**src/rtl/adcseq_pkg.sv**
```systemverilog
package adcseq_pkg;

  localparam int CH_N   = 4;
  localparam int CH_W   = $clog2(CH_N);
  localparam int SLOT_N = 4;
  localparam int SLOT_W = $clog2(SLOT_N);

  typedef enum logic [1:0] {
    MODE_SCAN     = 2'd0,
    MODE_PAIR     = 2'd1,
    MODE_STEP     = 2'd2,
    MODE_STEP_ALT = 2'd3
  } mode_e;

  typedef enum logic [1:0] {
    SRC_SW  = 2'd0,
    SRC_TMR = 2'd1,
    SRC_PIN = 2'd2,
    SRC_OFF = 2'd3
  } src_e;

  // Next set bit of mask strictly after cur, wrapping; cur if mask is empty.
  function automatic logic [CH_W-1:0] next_sel(input logic [CH_N-1:0] mask,
                                               input logic [CH_W-1:0] cur);
    logic [CH_W-1:0] pick;
    logic            hit;
    int              idx;
    pick = cur;
    hit  = 1'b0;
    for (int k = 1; k <= CH_N; k++) begin
      idx = (int'(cur) + k) % CH_N;
      if (!hit && mask[idx[CH_W-1:0]]) begin
        pick = idx[CH_W-1:0];
        hit  = 1'b1;
      end
    end
    return pick;
  endfunction

  // Lowest selected channel.
  function automatic logic [CH_W-1:0] first_sel(input logic [CH_N-1:0] mask);
    return next_sel(mask, CH_W'(CH_N - 1));
  endfunction

  // Highest selected channel: the end of one scan pass.
  function automatic logic [CH_W-1:0] last_sel(input logic [CH_N-1:0] mask);
    logic [CH_W-1:0] pick;
    pick = '0;
    for (int k = 0; k < CH_N; k++) begin
      if (mask[k]) pick = CH_W'(k);
    end
    return pick;
  endfunction

  function automatic logic [SLOT_W-1:0] slot_after(input logic [SLOT_W-1:0] s);
    return SLOT_W'(s + 1'b1);
  endfunction

endpackage

```
**src/rtl/adcseq_trigger.sv**
```systemverilog
module adcseq_trigger
  import adcseq_pkg::*;
#(
  parameter int SYNC_STAGES = 2
) (
  input  logic       clk,
  input  logic       rst_n,
  input  logic [1:0] src,
  input  logic       edge_fall,
  input  logic       sw_start,
  input  logic       tmr_ovf,
  input  logic       ext_pin,
  output logic       edge_evt,
  output logic       start_evt
);

  logic [SYNC_STAGES-1:0] sync_q;
  logic                   lvl_prev_q;
  logic                   lvl;

  generate
    if (SYNC_STAGES == 1) begin : g_sync_one
      always_ff @(posedge clk or negedge rst_n) begin
        if (!rst_n) sync_q <= '0;
        else        sync_q <= ext_pin;
      end
    end else begin : g_sync_chain
      always_ff @(posedge clk or negedge rst_n) begin
        if (!rst_n) sync_q <= '0;
        else        sync_q <= {sync_q[SYNC_STAGES-2:0], ext_pin};
      end
    end
  endgenerate

  assign lvl = sync_q[SYNC_STAGES-1];

  always_ff @(posedge clk or negedge rst_n) begin
    if (!rst_n) lvl_prev_q <= 1'b0;
    else        lvl_prev_q <= lvl;
  end

  assign edge_evt = edge_fall ? (lvl_prev_q & ~lvl) : (~lvl_prev_q & lvl);

  always_comb begin
    unique case (src_e'(src))
      SRC_SW:  start_evt = sw_start;
      SRC_TMR: start_evt = tmr_ovf;
      SRC_PIN: start_evt = edge_evt;
      default: start_evt = 1'b0;
    endcase
  end

  assert_src_off_R7: assert property (@(posedge clk) disable iff (!rst_n)
    (src == 2'd3) |-> !start_evt);

  assert_tmr_only_R7: assert property (@(posedge clk) disable iff (!rst_n)
    (start_evt && src == 2'd1) |-> tmr_ovf);

  assert_edge_level_R9: assert property (@(posedge clk) disable iff (!rst_n)
    (edge_evt && !edge_fall) |=> lvl_prev_q);

endmodule

```
**src/rtl/adcseq_results.sv**
```systemverilog
module adcseq_results #(
  parameter int DATA_W = 8,
  parameter int SLOT_N = 4,
  parameter int SLOT_W = 2
) (
  input  logic                     clk,
  input  logic                     rst_n,
  input  logic                     wr_en,
  input  logic [SLOT_W-1:0]        wr_slot,
  input  logic [DATA_W-1:0]        wr_data,
  output logic [SLOT_N*DATA_W-1:0] res_bus
);

  logic [SLOT_N-1:0] slot_we;

  generate
    for (genvar g = 0; g < SLOT_N; g++) begin : g_slot
      logic [DATA_W-1:0] val_q;
      assign slot_we[g] = wr_en && (wr_slot == SLOT_W'(g));
      always_ff @(posedge clk or negedge rst_n) begin
        if (!rst_n)          val_q <= '0;
        else if (slot_we[g]) val_q <= wr_data;
      end
      assign res_bus[g*DATA_W +: DATA_W] = val_q;
    end
  endgenerate

  assert_one_slot_R3: assert property (@(posedge clk) disable iff (!rst_n)
    $onehot0(slot_we));

  assert_write_hits_R3: assert property (@(posedge clk) disable iff (!rst_n)
    wr_en |-> ($countones(slot_we) == 1));

endmodule

```
**src/rtl/adcseq_ctrl.sv**
```systemverilog
module adcseq_ctrl
  import adcseq_pkg::*;
(
  input  logic              clk,
  input  logic              rst_n,
  input  logic [1:0]        mode,
  input  logic [CH_N-1:0]   mask,
  input  logic [CH_W-1:0]   pair_a,
  input  logic [CH_W-1:0]   pair_b,
  input  logic              irq_en,
  input  logic              start_evt,
  input  logic              stop_req,
  input  logic              irq_clr,
  input  logic              conv_done,
  output logic              conv_req,
  output logic [CH_W-1:0]   conv_chan,
  output logic              busy,
  output logic              running,
  output logic              wr_en,
  output logic [SLOT_W-1:0] wr_slot,
  output logic              irq
);

  typedef enum logic [1:0] {ST_IDLE, ST_WAIT, ST_REQ, ST_CONV} st_e;

  st_e               st_q;
  logic [CH_W-1:0]   chan_q;
  logic [SLOT_W-1:0] slot_q;
  logic              stop_pend_q;
  logic              irq_q;

  logic              is_pair, is_step, mask_ok, launch, take_done;
  logic              pass_end, irq_hit, end_run;
  logic [CH_W-1:0]   first_ch, next_ch;
  logic [SLOT_W-1:0] next_slot;

  always_comb begin
    is_pair   = (mode_e'(mode) == MODE_PAIR);
    is_step   = (mode_e'(mode) == MODE_STEP) || (mode_e'(mode) == MODE_STEP_ALT);
    mask_ok   = is_pair || (mask != '0);
    first_ch  = is_pair ? pair_a : first_sel(mask);
    next_slot = slot_after(slot_q);
    next_ch   = is_pair ? (next_slot[0] ? pair_b : pair_a) : next_sel(mask, chan_q);
    launch    = (st_q == ST_IDLE) && start_evt && mask_ok;
    take_done = (st_q == ST_CONV) && conv_done;
    end_run   = stop_pend_q || stop_req;
    pass_end  = is_step ||
                (is_pair ? (slot_q == SLOT_W'(SLOT_N - 1)) : (chan_q == last_sel(mask)));
    irq_hit   = take_done && irq_en && pass_end;
  end

  always_ff @(posedge clk or negedge rst_n) begin
    if (!rst_n) begin
      st_q        <= ST_IDLE;
      chan_q      <= '0;
      slot_q      <= '0;
      stop_pend_q <= 1'b0;
      irq_q       <= 1'b0;
    end else begin
      if (irq_hit)      irq_q <= 1'b1;
      else if (irq_clr) irq_q <= 1'b0;

      case (st_q)
        ST_IDLE: begin
          stop_pend_q <= 1'b0;
          if (launch) begin
            chan_q <= first_ch;
            slot_q <= '0;
            st_q   <= ST_REQ;
          end
        end
        ST_WAIT: begin
          if (stop_req)       st_q <= ST_IDLE;
          else if (start_evt) st_q <= ST_REQ;
        end
        ST_REQ: begin
          st_q <= ST_CONV;
          if (stop_req) stop_pend_q <= 1'b1;
        end
        ST_CONV: begin
          if (conv_done) begin
            chan_q      <= next_ch;
            slot_q      <= next_slot;
            stop_pend_q <= 1'b0;
            if (end_run)      st_q <= ST_IDLE;
            else if (is_step) st_q <= ST_WAIT;
            else              st_q <= ST_REQ;
          end else if (stop_req) begin
            stop_pend_q <= 1'b1;
          end
        end
        default: st_q <= ST_IDLE;
      endcase
    end
  end

  assign conv_req  = (st_q == ST_REQ);
  assign conv_chan = chan_q;
  assign busy      = (st_q == ST_REQ) || (st_q == ST_CONV);
  assign running   = (st_q != ST_IDLE);
  assign wr_en     = take_done;
  assign wr_slot   = slot_q;
  assign irq       = irq_q;

  assert_req_pulse_R12: assert property (@(posedge clk) disable iff (!rst_n)
    conv_req |=> !conv_req);

  assert_trigger_dropped_R8: assert property (@(posedge clk) disable iff (!rst_n)
    (busy && start_evt && !conv_done) |=> !conv_req);

  assert_empty_mask_idle_R11: assert property (@(posedge clk) disable iff (!rst_n)
    (!running && !is_pair && mask == '0) |=> !running);

  assert_irq_sticky_R5: assert property (@(posedge clk) disable iff (!rst_n)
    (irq && !irq_clr) |=> irq);

  assert_step_waits_R6: assert property (@(posedge clk) disable iff (!rst_n)
    (running && !busy && !start_evt) |=> !conv_req);

  assert_slot_advance_R3: assert property (@(posedge clk) disable iff (!rst_n)
    wr_en |=> (wr_slot == SLOT_W'($past(wr_slot) + 1'b1)));

endmodule

```
**src/rtl/adc_scan_seq.sv**
```systemverilog
module adc_scan_seq
  import adcseq_pkg::*;
#(
  parameter int DATA_W      = 8,
  parameter int SYNC_STAGES = 2
) (
  input  logic                     clk,
  input  logic                     rst_n,
  input  logic [1:0]               cfg_mode,
  input  logic [3:0]               cfg_mask,
  input  logic [1:0]               cfg_pair_a,
  input  logic [1:0]               cfg_pair_b,
  input  logic [1:0]               cfg_src,
  input  logic                     cfg_edge_fall,
  input  logic                     cfg_irq_en,
  input  logic                     sw_start,
  input  logic                     tmr_ovf,
  input  logic                     ext_start_pin,
  input  logic                     stop_req,
  input  logic                     irq_clr,
  output logic                     conv_req,
  output logic [1:0]               conv_chan,
  input  logic                     conv_done,
  input  logic [DATA_W-1:0]        conv_data,
  output logic [4*DATA_W-1:0]      res_bus,
  output logic                     busy,
  output logic                     running,
  output logic                     irq
);

  logic              start_evt;
  logic              edge_evt;
  logic              wr_en;
  logic [SLOT_W-1:0] wr_slot;

  adcseq_trigger #(.SYNC_STAGES(SYNC_STAGES)) u_trig (
    .clk       (clk),
    .rst_n     (rst_n),
    .src       (cfg_src),
    .edge_fall (cfg_edge_fall),
    .sw_start  (sw_start),
    .tmr_ovf   (tmr_ovf),
    .ext_pin   (ext_start_pin),
    .edge_evt  (edge_evt),
    .start_evt (start_evt)
  );

  adcseq_ctrl u_ctrl (
    .clk       (clk),
    .rst_n     (rst_n),
    .mode      (cfg_mode),
    .mask      (cfg_mask),
    .pair_a    (cfg_pair_a),
    .pair_b    (cfg_pair_b),
    .irq_en    (cfg_irq_en),
    .start_evt (start_evt),
    .stop_req  (stop_req),
    .irq_clr   (irq_clr),
    .conv_done (conv_done),
    .conv_req  (conv_req),
    .conv_chan (conv_chan),
    .busy      (busy),
    .running   (running),
    .wr_en     (wr_en),
    .wr_slot   (wr_slot),
    .irq       (irq)
  );

  adcseq_results #(.DATA_W(DATA_W), .SLOT_N(SLOT_N), .SLOT_W(SLOT_W)) u_res (
    .clk     (clk),
    .rst_n   (rst_n),
    .wr_en   (wr_en),
    .wr_slot (wr_slot),
    .wr_data (conv_data),
    .res_bus (res_bus)
  );

  assert_edge_only_pin_R9: assert property (@(posedge clk) disable iff (!rst_n)
    (cfg_src == 2'd2 && start_evt) |-> edge_evt);

endmodule

```
**config.mk**
```make
export PLATFORM = sky130hd
export DESIGN_NAME = adc_scan_seq
export DESIGN_NICKNAME = d
export VERILOG_FILES = /design/src/rtl/adcseq_pkg.sv /design/src/rtl/adcseq_trigger.sv /design/src/rtl/adcseq_results.sv /design/src/rtl/adcseq_ctrl.sv /design/src/rtl/adc_scan_seq.sv
export SDC_FILE = /design/constraint.sdc
export NUM_CORES = 1
export LEC_CHECK = 0
export CORE_AREA = 2 2 80 63
export CTS_CLUSTER_DIAMETER = 30
export DETAILED_ROUTE_END_ITERATION = 10
export DIE_AREA = 0 0 82 65
export PLACE_DENSITY = 0.83
export REMOVE_ABC_BUFFERS = 1
export SLEW_MARGIN = 5
export SYNTH_ARGS = -nofsm -noshare
export SYNTH_HDL_FRONTEND = slang
export SYNTH_SLANG_ARGS = --single-unit
```
**constraint.sdc**
```tcl
create_clock -name clk -period 3.45 [get_ports clk]
set_input_delay 0.345 -clock clk [delete_from_list [all_inputs] [get_ports clk]]
set_output_delay 0.345 -clock clk [all_outputs]
set_load 0.02 [all_outputs]
```
# Word-level counts from Yosys, hierarchy flattened
# Index checks and enable logic that the tools add are counted.
[word_totals]
ff_bits = 43
input_bits = 30
out_inout_bits = 38
word_cells = 126
[op_classes]
addsub = 5
n_lt_le_gt_ge = 4
eq_ne = 16
muxes = 49
bitwise_logic = 4
reduce_logical = 37
[op_table]
columns = ["cell", "count"]
rows = [
  ["$mux 2", 23],
  ["$mux 1", 17],
  ["$logic_and 1x1->1", 15],
  ["$eq 2x2->1 const B", 7],
  ["$lt 2x3->1 const B", 4],
  ["$bmux 1 s2", 4],
  ["$eq 2x1->1 const B", 4],
  ["$pmux 2 s2", 2],
  ["$pmux 2 s4", 1],
  ["$add 2x1->2 const B", 3],
  ["$logic_not 1->1", 6],
  ["$logic_not 2->1", 3],
  ["$ne 6x1->1 const B", 1],
  ["$pmux 1 s3", 2],
  ["$reduce_and 3->1", 2],
  ["$reduce_bool 2->1", 3],
  ["$logic_or 1x1->1", 5],
  ["$add 2x2->2 const B", 2],
  ["$reduce_and 4->1", 1],
  ["$reduce_bool 4->1", 1],
  ["$ne 3x2->1 const B", 1],
  ["$reduce_bool 3->1", 1],
  ["$and 1x1->1", 2],
  ["$eq 2x2->1", 1],
  ["3 further kinds", 4],
]

# Longest topological paths before layout
# Gate-level depths: netlist (run 1).
[depth]
ltp_word = 16
ltp_mapped = 8
ltp_nobuf = 6

# Hierarchy
# Synthesis (run 1) repeated with hierarchy kept, for this count alone.
[hier_totals]
hier_cells = 195
area_unflattened_um2 = 2309.7
[by_module_without_submodules]
columns = ["mod", "n_inst", "cells_each", "area_each_um2", "seq_area_each_um2"]
rows = [
  ["adcseq_results", 1, 68, 1212.4, 800.8],
  ["adcseq_ctrl", 1, 117, 973.4, 200.2],
  ["adcseq_trigger", 1, 10, 123.9, 75.1],
]

# Least setup slack after synthesis (run 1)
# Ideal clock, no wire load.
[synth_timing]
path_kind = "register to register"
from = "register u_ctrl.chan_q[1], in the netlist u_ctrl.conv_chan[1]"
to = "register u_ctrl.chan_q[0], in the netlist u_ctrl.conv_chan[0]"
setup_ns = 0.125
arrival_ns = 1.728
required_ns = 3.325
path_slack_ns = 1.597
path_stages_with_launch = 8
n_path_buf = 1
period_less_slack_ns = 1.853
cell_sequence = "dfrtp_1 > buf_2 > nor3b_2 > a31oi_1 > or3_1 > a32oi_2 > o21ai_2 > mux2_4"
[synth_between]
elab_chain_len = 16
elab_cells_between_ends = 29
cone_classes = "add/sub: 4; eq/ne: 1; mux: 17; reduce/logical: 7"
[synth_rtl]
columns = ["element", "line_no", "rtl"]
rows = [
  ["start: declaration", "adcseq_ctrl.sv:27", "logic [CH_W-1:0] chan_q;"],
  ["start signal: assignment", "adcseq_ctrl.sv:67", "chan_q <= first_ch;"],
  ["start signal: assignment", "adcseq_ctrl.sv:82", "chan_q <= next_ch;"],
  ["$add 2x1->2", "adcseq_pkg.sv:31", "idx = (int'(cur) + k) % CH_N;"],
  ["$bmux 1 s2", "adcseq_pkg.sv:32", "if (!hit && mask[idx[CH_W-1:0]]) begin"],
  ["$mux 1 (implied by the code)", "adcseq_pkg.sv:32", ""],
  ["$mux 1", "adcseq_pkg.sv:32", ""],
  ["$logic_not 1->1", "adcseq_pkg.sv:32", ""],
  ["$logic_and 1x1->1", "adcseq_pkg.sv:32", ""],
  ["$mux 1", "adcseq_pkg.sv:32", ""],
  ["$logic_not 1->1", "adcseq_pkg.sv:32", ""],
  ["$logic_and 1x1->1", "adcseq_pkg.sv:32", ""],
  ["$mux 1", "adcseq_pkg.sv:32", ""],
  ["$logic_not 1->1", "adcseq_pkg.sv:32", ""],
  ["$logic_and 1x1->1", "adcseq_pkg.sv:32", ""],
  ["$mux 2", "adcseq_pkg.sv:32", ""],
  ["$mux 2", "adcseq_ctrl.sv:43", "next_ch = is_pair ? (next_slot[0] ? pair_b : pair_a) : next_sel(mask, chan_q);"],
  ["$mux 2", "adcseq_ctrl.sv:81", "if (conv_done) begin"],
  ["$pmux 2 s2", "adcseq_ctrl.sv:63", "case (st_q)"],
]
# Several ways; a longest one is shown, not always the timed one. The select of a mux whose other input is x is not followed.
# A chain may end at the register's enable or synchronous reset.

# Worst setup path after layout (run 1)
[layout_timing]
from = "input cfg_mask[1]"
to = "register u_ctrl.chan_q[0], in the netlist u_ctrl.conv_chan[0]"
[layout_between]
elab_chain_len = 15
elab_cells_between_ends = 41
cone_classes = "eq/ne: 2; mux: 24; reduce/logical: 15"
[layout_rtl]
columns = ["element", "line_no", "rtl"]
rows = [
  ["start: declaration", "adc_scan_seq.sv:10", "input logic [3:0] cfg_mask,"],
  ["$bmux 1 s2", "adcseq_pkg.sv:32", ""],
  ["$mux 1 (implied by the code)", "adcseq_pkg.sv:32", ""],
  ["$mux 1", "adcseq_pkg.sv:32", ""],
  ["$logic_not 1->1", "adcseq_pkg.sv:32", ""],
  ["$logic_and 1x1->1", "adcseq_pkg.sv:32", ""],
  ["$mux 1", "adcseq_pkg.sv:32", ""],
  ["$logic_not 1->1", "adcseq_pkg.sv:32", ""],
  ["$logic_and 1x1->1", "adcseq_pkg.sv:32", ""],
  ["$mux 1", "adcseq_pkg.sv:32", ""],
  ["$logic_not 1->1", "adcseq_pkg.sv:32", ""],
  ["$logic_and 1x1->1", "adcseq_pkg.sv:32", ""],
  ["$mux 2", "adcseq_pkg.sv:32", ""],
  ["$mux 2", "adcseq_ctrl.sv:43", ""],
  ["$mux 2", "adcseq_ctrl.sv:81", ""],
  ["$pmux 2 s2", "adcseq_ctrl.sv:63", ""],
]
# Several ways; a longest one is shown, not always the timed one. The select of a mux whose other input is x is not followed.

==> results.md, run 1 <==
* Synth top area cells: dfrtp_1 50%, mux2_2 13%, mux2_1 4.7%, a21oi_1 2.8%, ha_1 2.3%
* Initial antenna violation count at 0
* Worst-path maximum fanout at 10
* Share of layout cells above drive strength 1 at 0.164
* Post-synthesis cell type count at 44
* Clock Latency Late Sink at 0.29 ns
* Ports at 68
* Most frequent cells in the layout: 66 x clkdlybuf4s50_1, 43 x dfrtp_1, 25 x mux2_2, 12 x nand2_1, 12 x a21oi_1
* CTS clk-pin slew, worst paths at 0.08 ns
* Hold buffers post-CTS at 0
* Critical path startpoint category: input pin
* Setup_tns at 0 ns
* Longest Clk Path Bufs at 2
* R2r setup slk at 1.47 ns
* Critical path arrival at 2.30 ns
* Std cell rows at 22
* Starting DRT DRC Count at 90
* Sequential area share after synthesis at 0.495
* Syn Area/Cell at 11.3 sq um
* Vias per inst at 5.41
* FF-to-FF End: u_ctrl.conv_chan[0]
* RSZ-0062 raised after global routing: no
* Pre-antenna DRT Iters at 4
* Die height at 65 microns
* Setup Skew at 0.00336 ns
* Fraction of registers with async set/reset at 1.00
* Die extent in x at 82 microns
* Synth area leader: dfrtp_1
* DR vias at 1709
* Leakage at 1.26 nW
* HPWL after detailed placement at 3.67 mm
* Largest net degree at the start of global routing at 44
* Critical path capture point type: register
* H-Tree Depth at 2
* DRT antenna net count at 0
* Path depth of the worst reg2reg path at 6
* Most common cell after layout, fill and taps aside: clkdlybuf4s50_1
* Total GRT Usage at 0.199
* ANT cells at 0
* MaxCap Viol Count at 0
* # resized after CTS at 0
* DIE AREA at 0.00533 sq mm
* Worst hold path type: input pin to asynchronous set/reset pin
* Setup Viol. Count Final at 0
* Critical path class: input pin to register
* TritonCTS Buffers at 5
* Main synth FF type: dfrtp_1
* Grt ovf at 0
* Peak Freq at 0.471 GHz
* Post-CTS Setup Inserts at 0
* Post-Synthesis Cells at 193
* CTS tree: done
* Status: complete, no violations
* Area delta synth->final at 35.1%
* Ys Warns at 0
* Reg2reg start: u_ctrl.conv_chan[1]
* Fin crit period at 2.12 ns
* Residual DRC at 0
* Final period util at 0.615
* First-pass GRT wire length at 8.00 mm
* Clock Tree Root: clkbuf_8
* Mapped cell area at 0.00217 sq mm
* Pwr Density at 826 mW/mm^2
* Post-route insts no fill at 316
* Vias in the first global route at 1673
* Fin nets at 290
* Slew headroom at 0.376
* Slew Viols, Final at 0
* PortBufs at 67
* Fin. Hold Viols at 0
* VDD IR max at 0.000564 V
* Required @ worst endpoint at 3.63 ns
* Core ar. at 0.00462 sq mm
* Number of flops mapped to enable cells by yosys at 0
* Dpl cells at 309
* Final WL at 4.95 mm
* Yosys reg bits at 43
* GP Congestion at 0.819
* Initial Util at 0.470
* Drt wl/cell at 15.7 microns
* Worst-Margin Slew at 0.935 ns
* Share of the synthesized area in the top cell type at 0.495
* Sink count of the clock tree at 43
[final cells by class]
type                    instances  area [sq um]
fillers                       373          1690
repair buffers                 67           666
multi-input cells             129           993
clock inverters                 1          5.00
inverters                      10          37.5
well taps                      60          75.1
flip-flops and latches         43          1080
clock buffers                   6          82.6
[critical path, cell delays in order]
cell and delay (ns):
clkdlybuf4s50_1 0.69, nor3b_2 0.23, a31oi_1 0.05, or3_1 0.34, a32oi_2 0.25, o21ai_2 0.09, mux2_4 0.29
[power breakdown]
| group | internal [mW] | total (mW) | switching, mW | leakage (nW) |
|---|---|---|---|---|
| logic | 0.620 | 1.21 | 0.591 | 0.676 |
| registers | 0.713 | 0.899 | 0.186 | 0.540 |
| clock network | 0.157 | 0.314 | 0.157 | 0.0470 |
| total | 1.49 | 2.43 | 0.934 | 1.26 |
[per-stage QoR]
stage	power [mW]	setup WS [ns]	util	area (sq um)	hold slack (ns)
global route	2.58	1.27	0.635	2940	0.255
finish	2.43	1.33	0.635	2940	0.184
global placement	2.08	1.08	0.616	2850	0.331
floorplan	1.55	1.54	-	2110	0.0494
CTS	2.44	1.36	0.635	2940	0.216
detailed placement	2.12	1.04	0.616	2850	0.339
[routing by layer]
layer | GRT usage | vias up | routed length [microns]
li1 | - | 818 | -
met1 | 0.264 | 841 | 2230
met2 | 0.316 | 45 | 2400
met3 | 0.0696 | 5 | 289
met4 | 0.0438 | 0 | 38
met5 | 0 | - | 0
[cells by family (layout without fill, tap and decap cells)]
logic type                 after synthesis  count (layout)  synth area share
muxes                                   37              37             0.192
and+or+nand+nor                         49              49             0.121
buffers and inverters                   21              84            0.0478
adders and majority gates                4               4            0.0230
AOI/OAI and AO/OA                       39              39             0.121
DFF                                     43              43             0.495
[cell usage after synthesis (5+ instances only)]
library cell / number
dfrtp_1: 43
mux2_2: 25
a21oi_1: 12
nand2_1: 12
mux2_1: 9
nor2_1: 9
inv_1: 8
nand3_1: 6
o21ai_0: 6
a31oi_1: 5
buf_2: 5
nor3_1: 5
[worst max path at each step]
stage	start	to	slack, ns	cells past startpoint
3_5_place_dp	cfg_mask[1]	u_ctrl.conv_chan[0]	1.04	7
5_1_grt	cfg_mask[1]	u_ctrl.conv_chan[0]	1.27	7
6_report	cfg_mask[1]	u_ctrl.conv_chan[0]	1.33	7
2_1_floorplan	u_ctrl.conv_chan[1]	u_ctrl.conv_chan[0]	1.54	6
3_3_place_gp	cfg_mask[1]	u_ctrl.conv_chan[0]	1.08	7
4_1_cts	cfg_mask[1]	u_ctrl.conv_chan[0]	1.36	7
[flip-flops by register name, indices dropped and copies added (netlist names)]
register and flops:
u_res.g_slot.val_q 32, u_ctrl.conv_chan 2, u_ctrl.st_q 2, u_ctrl.wr_slot 2, u_trig.sync_q 2, u_ctrl.irq 1
u_ctrl.stop_pend_q 1, u_trig.lvl_prev_q 1
Power figures use the tool's default switching activity.
==> inputs of run 2 (changes only) <==
--- a/config.mk
+++ b/config.mk
@@ -5,11 +5,11 @@
 export SDC_FILE = /design/constraint.sdc
 export NUM_CORES = 1
 export LEC_CHECK = 0
-export CORE_AREA = 2 2 80 63
+export CORE_AREA = 2 2 87 68
 export CTS_CLUSTER_DIAMETER = 30
 export DETAILED_ROUTE_END_ITERATION = 10
-export DIE_AREA = 0 0 82 65
-export PLACE_DENSITY = 0.83
+export DIE_AREA = 0 0 89 70
+export PLACE_DENSITY = 0.75
 export REMOVE_ABC_BUFFERS = 1
 export SLEW_MARGIN = 5
 export SYNTH_ARGS = -nofsm -noshare
==> constraint.sdc (replaced) <==
create_clock -name clk -period 1.9 [get_ports clk]
set_input_delay 0.19 -clock clk [delete_from_list [all_inputs] [get_ports clk]]
set_output_delay 0.19 -clock clk [all_outputs]
set_load 0.02 [all_outputs]
==> results.md, run 2 (synthesis gave the netlist of run 1 again) <==
* Setup Viol. Count Final at 0 (unchanged)
* M1 GR Usage at 0.260 (-0.00397)
* DIE AREA at 0.00623 sq mm (+17%)
* Fin. Hold Viols at 0 (unchanged)
* Final WL at 5.23 mm (+5.6%)
* Std cell rows at 24 (+9.1%)
* CTS clk-pin slew, worst paths at 0.08 ns (about the same)
* Seq. cell area at 0.00108 sq mm (+0.23%)
* ANT cells at 0 (unchanged)
* First-pass GRT wire length at 8.54 mm (+6.7%)
* Total GRT Usage at 0.175 (-0.0245)
* Initial Util at 0.393 (-0.0766)
* Critical path capture point type: register
* Final period util at 0.969
* Final Core Density at 0.581 (-0.0539)
* Peak Freq at 0.543 GHz
* Status: complete, no violations
* Design Power at 4.74 mW (+96%)
* Slew Viols, Final at 0 (unchanged)
* Clock Tree Root: clkbuf_8
* CTS tree: done
* Sink count of the clock tree at 43 (unchanged)
* Most common cell after layout, fill and taps aside: clkdlybuf4s50_1
* Leakage at 1.41 nW (+12%)
* R2r setup slk at 0.06 ns (-1.41 ns)
* Fin nets at 319 (+10%)
* Multi-input gate area at 997 sq um (+0.38%)
* Critical path arrival at 2.01 ns (-0.29 ns)
* Slew headroom at 0.634 (+0.257)
* Pre-antenna DRT Iters at 4 (unchanged)
* Die extent in x at 89 microns (+8.5%)
* Drt wl/cell at 14.4 microns (-8.3%)
* Vias per inst at 4.91 (-9.2%)
* Longest Clk Path Bufs at 2 (unchanged)
* VDD IR max at 0.000888 V (+57%)
* Setup Skew at 0.0101 ns (+0.00677 ns)
* Die height at 70 microns (+7.7%)
* GP Congestion at 0.831 (+1.5%)
* Pwr Density at 1480 mW/mm^2 (+79%)
* Largest net degree at the start of global routing at 44 (unchanged)
* Worst hold path type: input pin to register
* DR vias at 1788 (+4.6%)
* GRT Max-Usage Layer: met2
* Fin crit period at 1.84 ns
* H-Tree Depth at 2 (unchanged)
* Critical path startpoint category: register
* Residual DRC at 0 (unchanged)
* Worst-path maximum fanout at 6 (-4)
* Required @ worst endpoint at 2.07 ns (-1.56 ns)
* Vias in the first global route at 1775 (+6.1%)
* Met3 usage at 0.0402 (-0.0294)
* DRT antenna net count at 0 (unchanged)
* Worst-Margin Slew at 0.549 ns (-0.386 ns)
* GR Util met2 at 0.269 (-0.0474)
* Area delta synth->final at 47.7%
* Fillers at 500 (+34%)
* MaxCap Viol Count at 0 (unchanged)
* Initial antenna violation count at 0 (unchanged)
* Most frequent cells in the layout: 65 x clkdlybuf4s50_1, 41 x dfrtp_1, 27 x buf_4, 25 x mux2_2, 12 x nand2_1
* Core ar. at 0.00553 sq mm (+19%)
* HPWL after detailed placement at 3.89 mm (+6.0%)
* Critical path class: register to register
* TritonCTS Buffers at 5 (unchanged)
* Grt ovf at 0 (unchanged)
* Number of flip-flops in the largest register at 32 (unchanged)
* PortBufs at 67 (unchanged)
* Top reg by flops: u_res.g_slot.val_q
* RSZ-0062 raised after global routing: yes
* Starting DRT DRC Count at 68 (-24%)
* Clock Latency Late Sink at 0.29 ns (about the same)
* Share of layout cells above drive strength 1 at 0.259 (+0.0947)
* Ports at 68 (unchanged)
run 2: worst max-delay path: stages, from the launching register on:
cell and delay, ns:
dfrtp_2 0.44, clkbuf_2 0.19, a31oi_1 0.08, or3_1 0.33
a32oi_2 0.28, o21ai_2 0.10, mux2_4 0.30
run 2: path summary, 6_finish.rpt:
kind                                          start                        to  depth (start not counted)
worst max-delay path            u_ctrl.conv_chan[1]       u_ctrl.conv_chan[0]                          6
worst min-delay path                  ext_start_pin          u_trig.sync_q[0]                          1
worst max register to register  u_ctrl.conv_chan[1]       u_ctrl.conv_chan[0]                          6
worst min register to register     u_trig.sync_q[0]          u_trig.sync_q[1]                          0
max in group asynchronous                     rst_n       u_ctrl.conv_chan[1]                          3
min in group asynchronous                     rst_n  u_res.g_slot[0].val_q[0]                          3
run 2: repair_timing:
| item | in CTS | in global routing |
|---|---|---|
| endpoints found under the setup margin | 2 | 3 |
| buffers inserted | 0 | 5 |
| resized for setup | 2 | 2 |
| pin swaps | 0 | 4 |
| hold buffers | 1 | 0 |
| gates cloned | 0 | 0 |
| endpoints found under the hold margin | 37 | 0 |
run 2: cell type report:
class / count / share of cell area
sequential: 43 / 0.336
multi-input combinational: 129 / 0.311
timing repair buffer: 96 / 0.276
tap: 78 / 0.0304
clock buffer: 5 / 0.0214
clock inverter: 3 / 0.0136
inverter: 10 / 0.0117
run 2: through the flow:
| stage | hold WS, ns | TNS (ns) | instances | setup slack (ns) | cell area [sq um] |
|---|---|---|---|---|---|
| finish | 0.343 | 0 | 364 | 0.0594 | 3210 |
| global route | 0.329 | -0.0306 | 364 | -0.0306 | 3210 |
| CTS | 0.334 | 0 | 359 | 0.0101 | 3170 |
| detailed placement | 0.304 | -0.647 | 350 | -0.206 | 3040 |
| global placement | 0.295 | -0.208 | 350 | -0.122 | 3040 |
| floorplan | -0.106 | -0.00979 | 182 | -0.00979 | 2110 |
run 2: where the power goes:
group          switching, mW  internal (mW)
registers              0.288           1.30
clock network          0.313          0.392
logic                   1.16           1.29
run 2: layer usage:
metal | up-vias | routed length (microns)
met4 | 0 | 11
met5 | - | 0
met3 | 2 | 296
met2 | 50 | 2410
met1 | 859 | 2510
li1 | 877 | -
==> inputs of run 3 (changes only) <==
--- a/config.mk
+++ b/config.mk
@@ -5,6 +5,7 @@
 export SDC_FILE = /design/constraint.sdc
 export NUM_CORES = 1
 export LEC_CHECK = 0
+export CAP_MARGIN = 20
 export CORE_AREA = 2 2 87 68
 export CTS_CLUSTER_DIAMETER = 30
 export DETAILED_ROUTE_END_ITERATION = 10
==> results of run 3 <==
The final DEF is identical to that of run 2; final timing and power are the same.
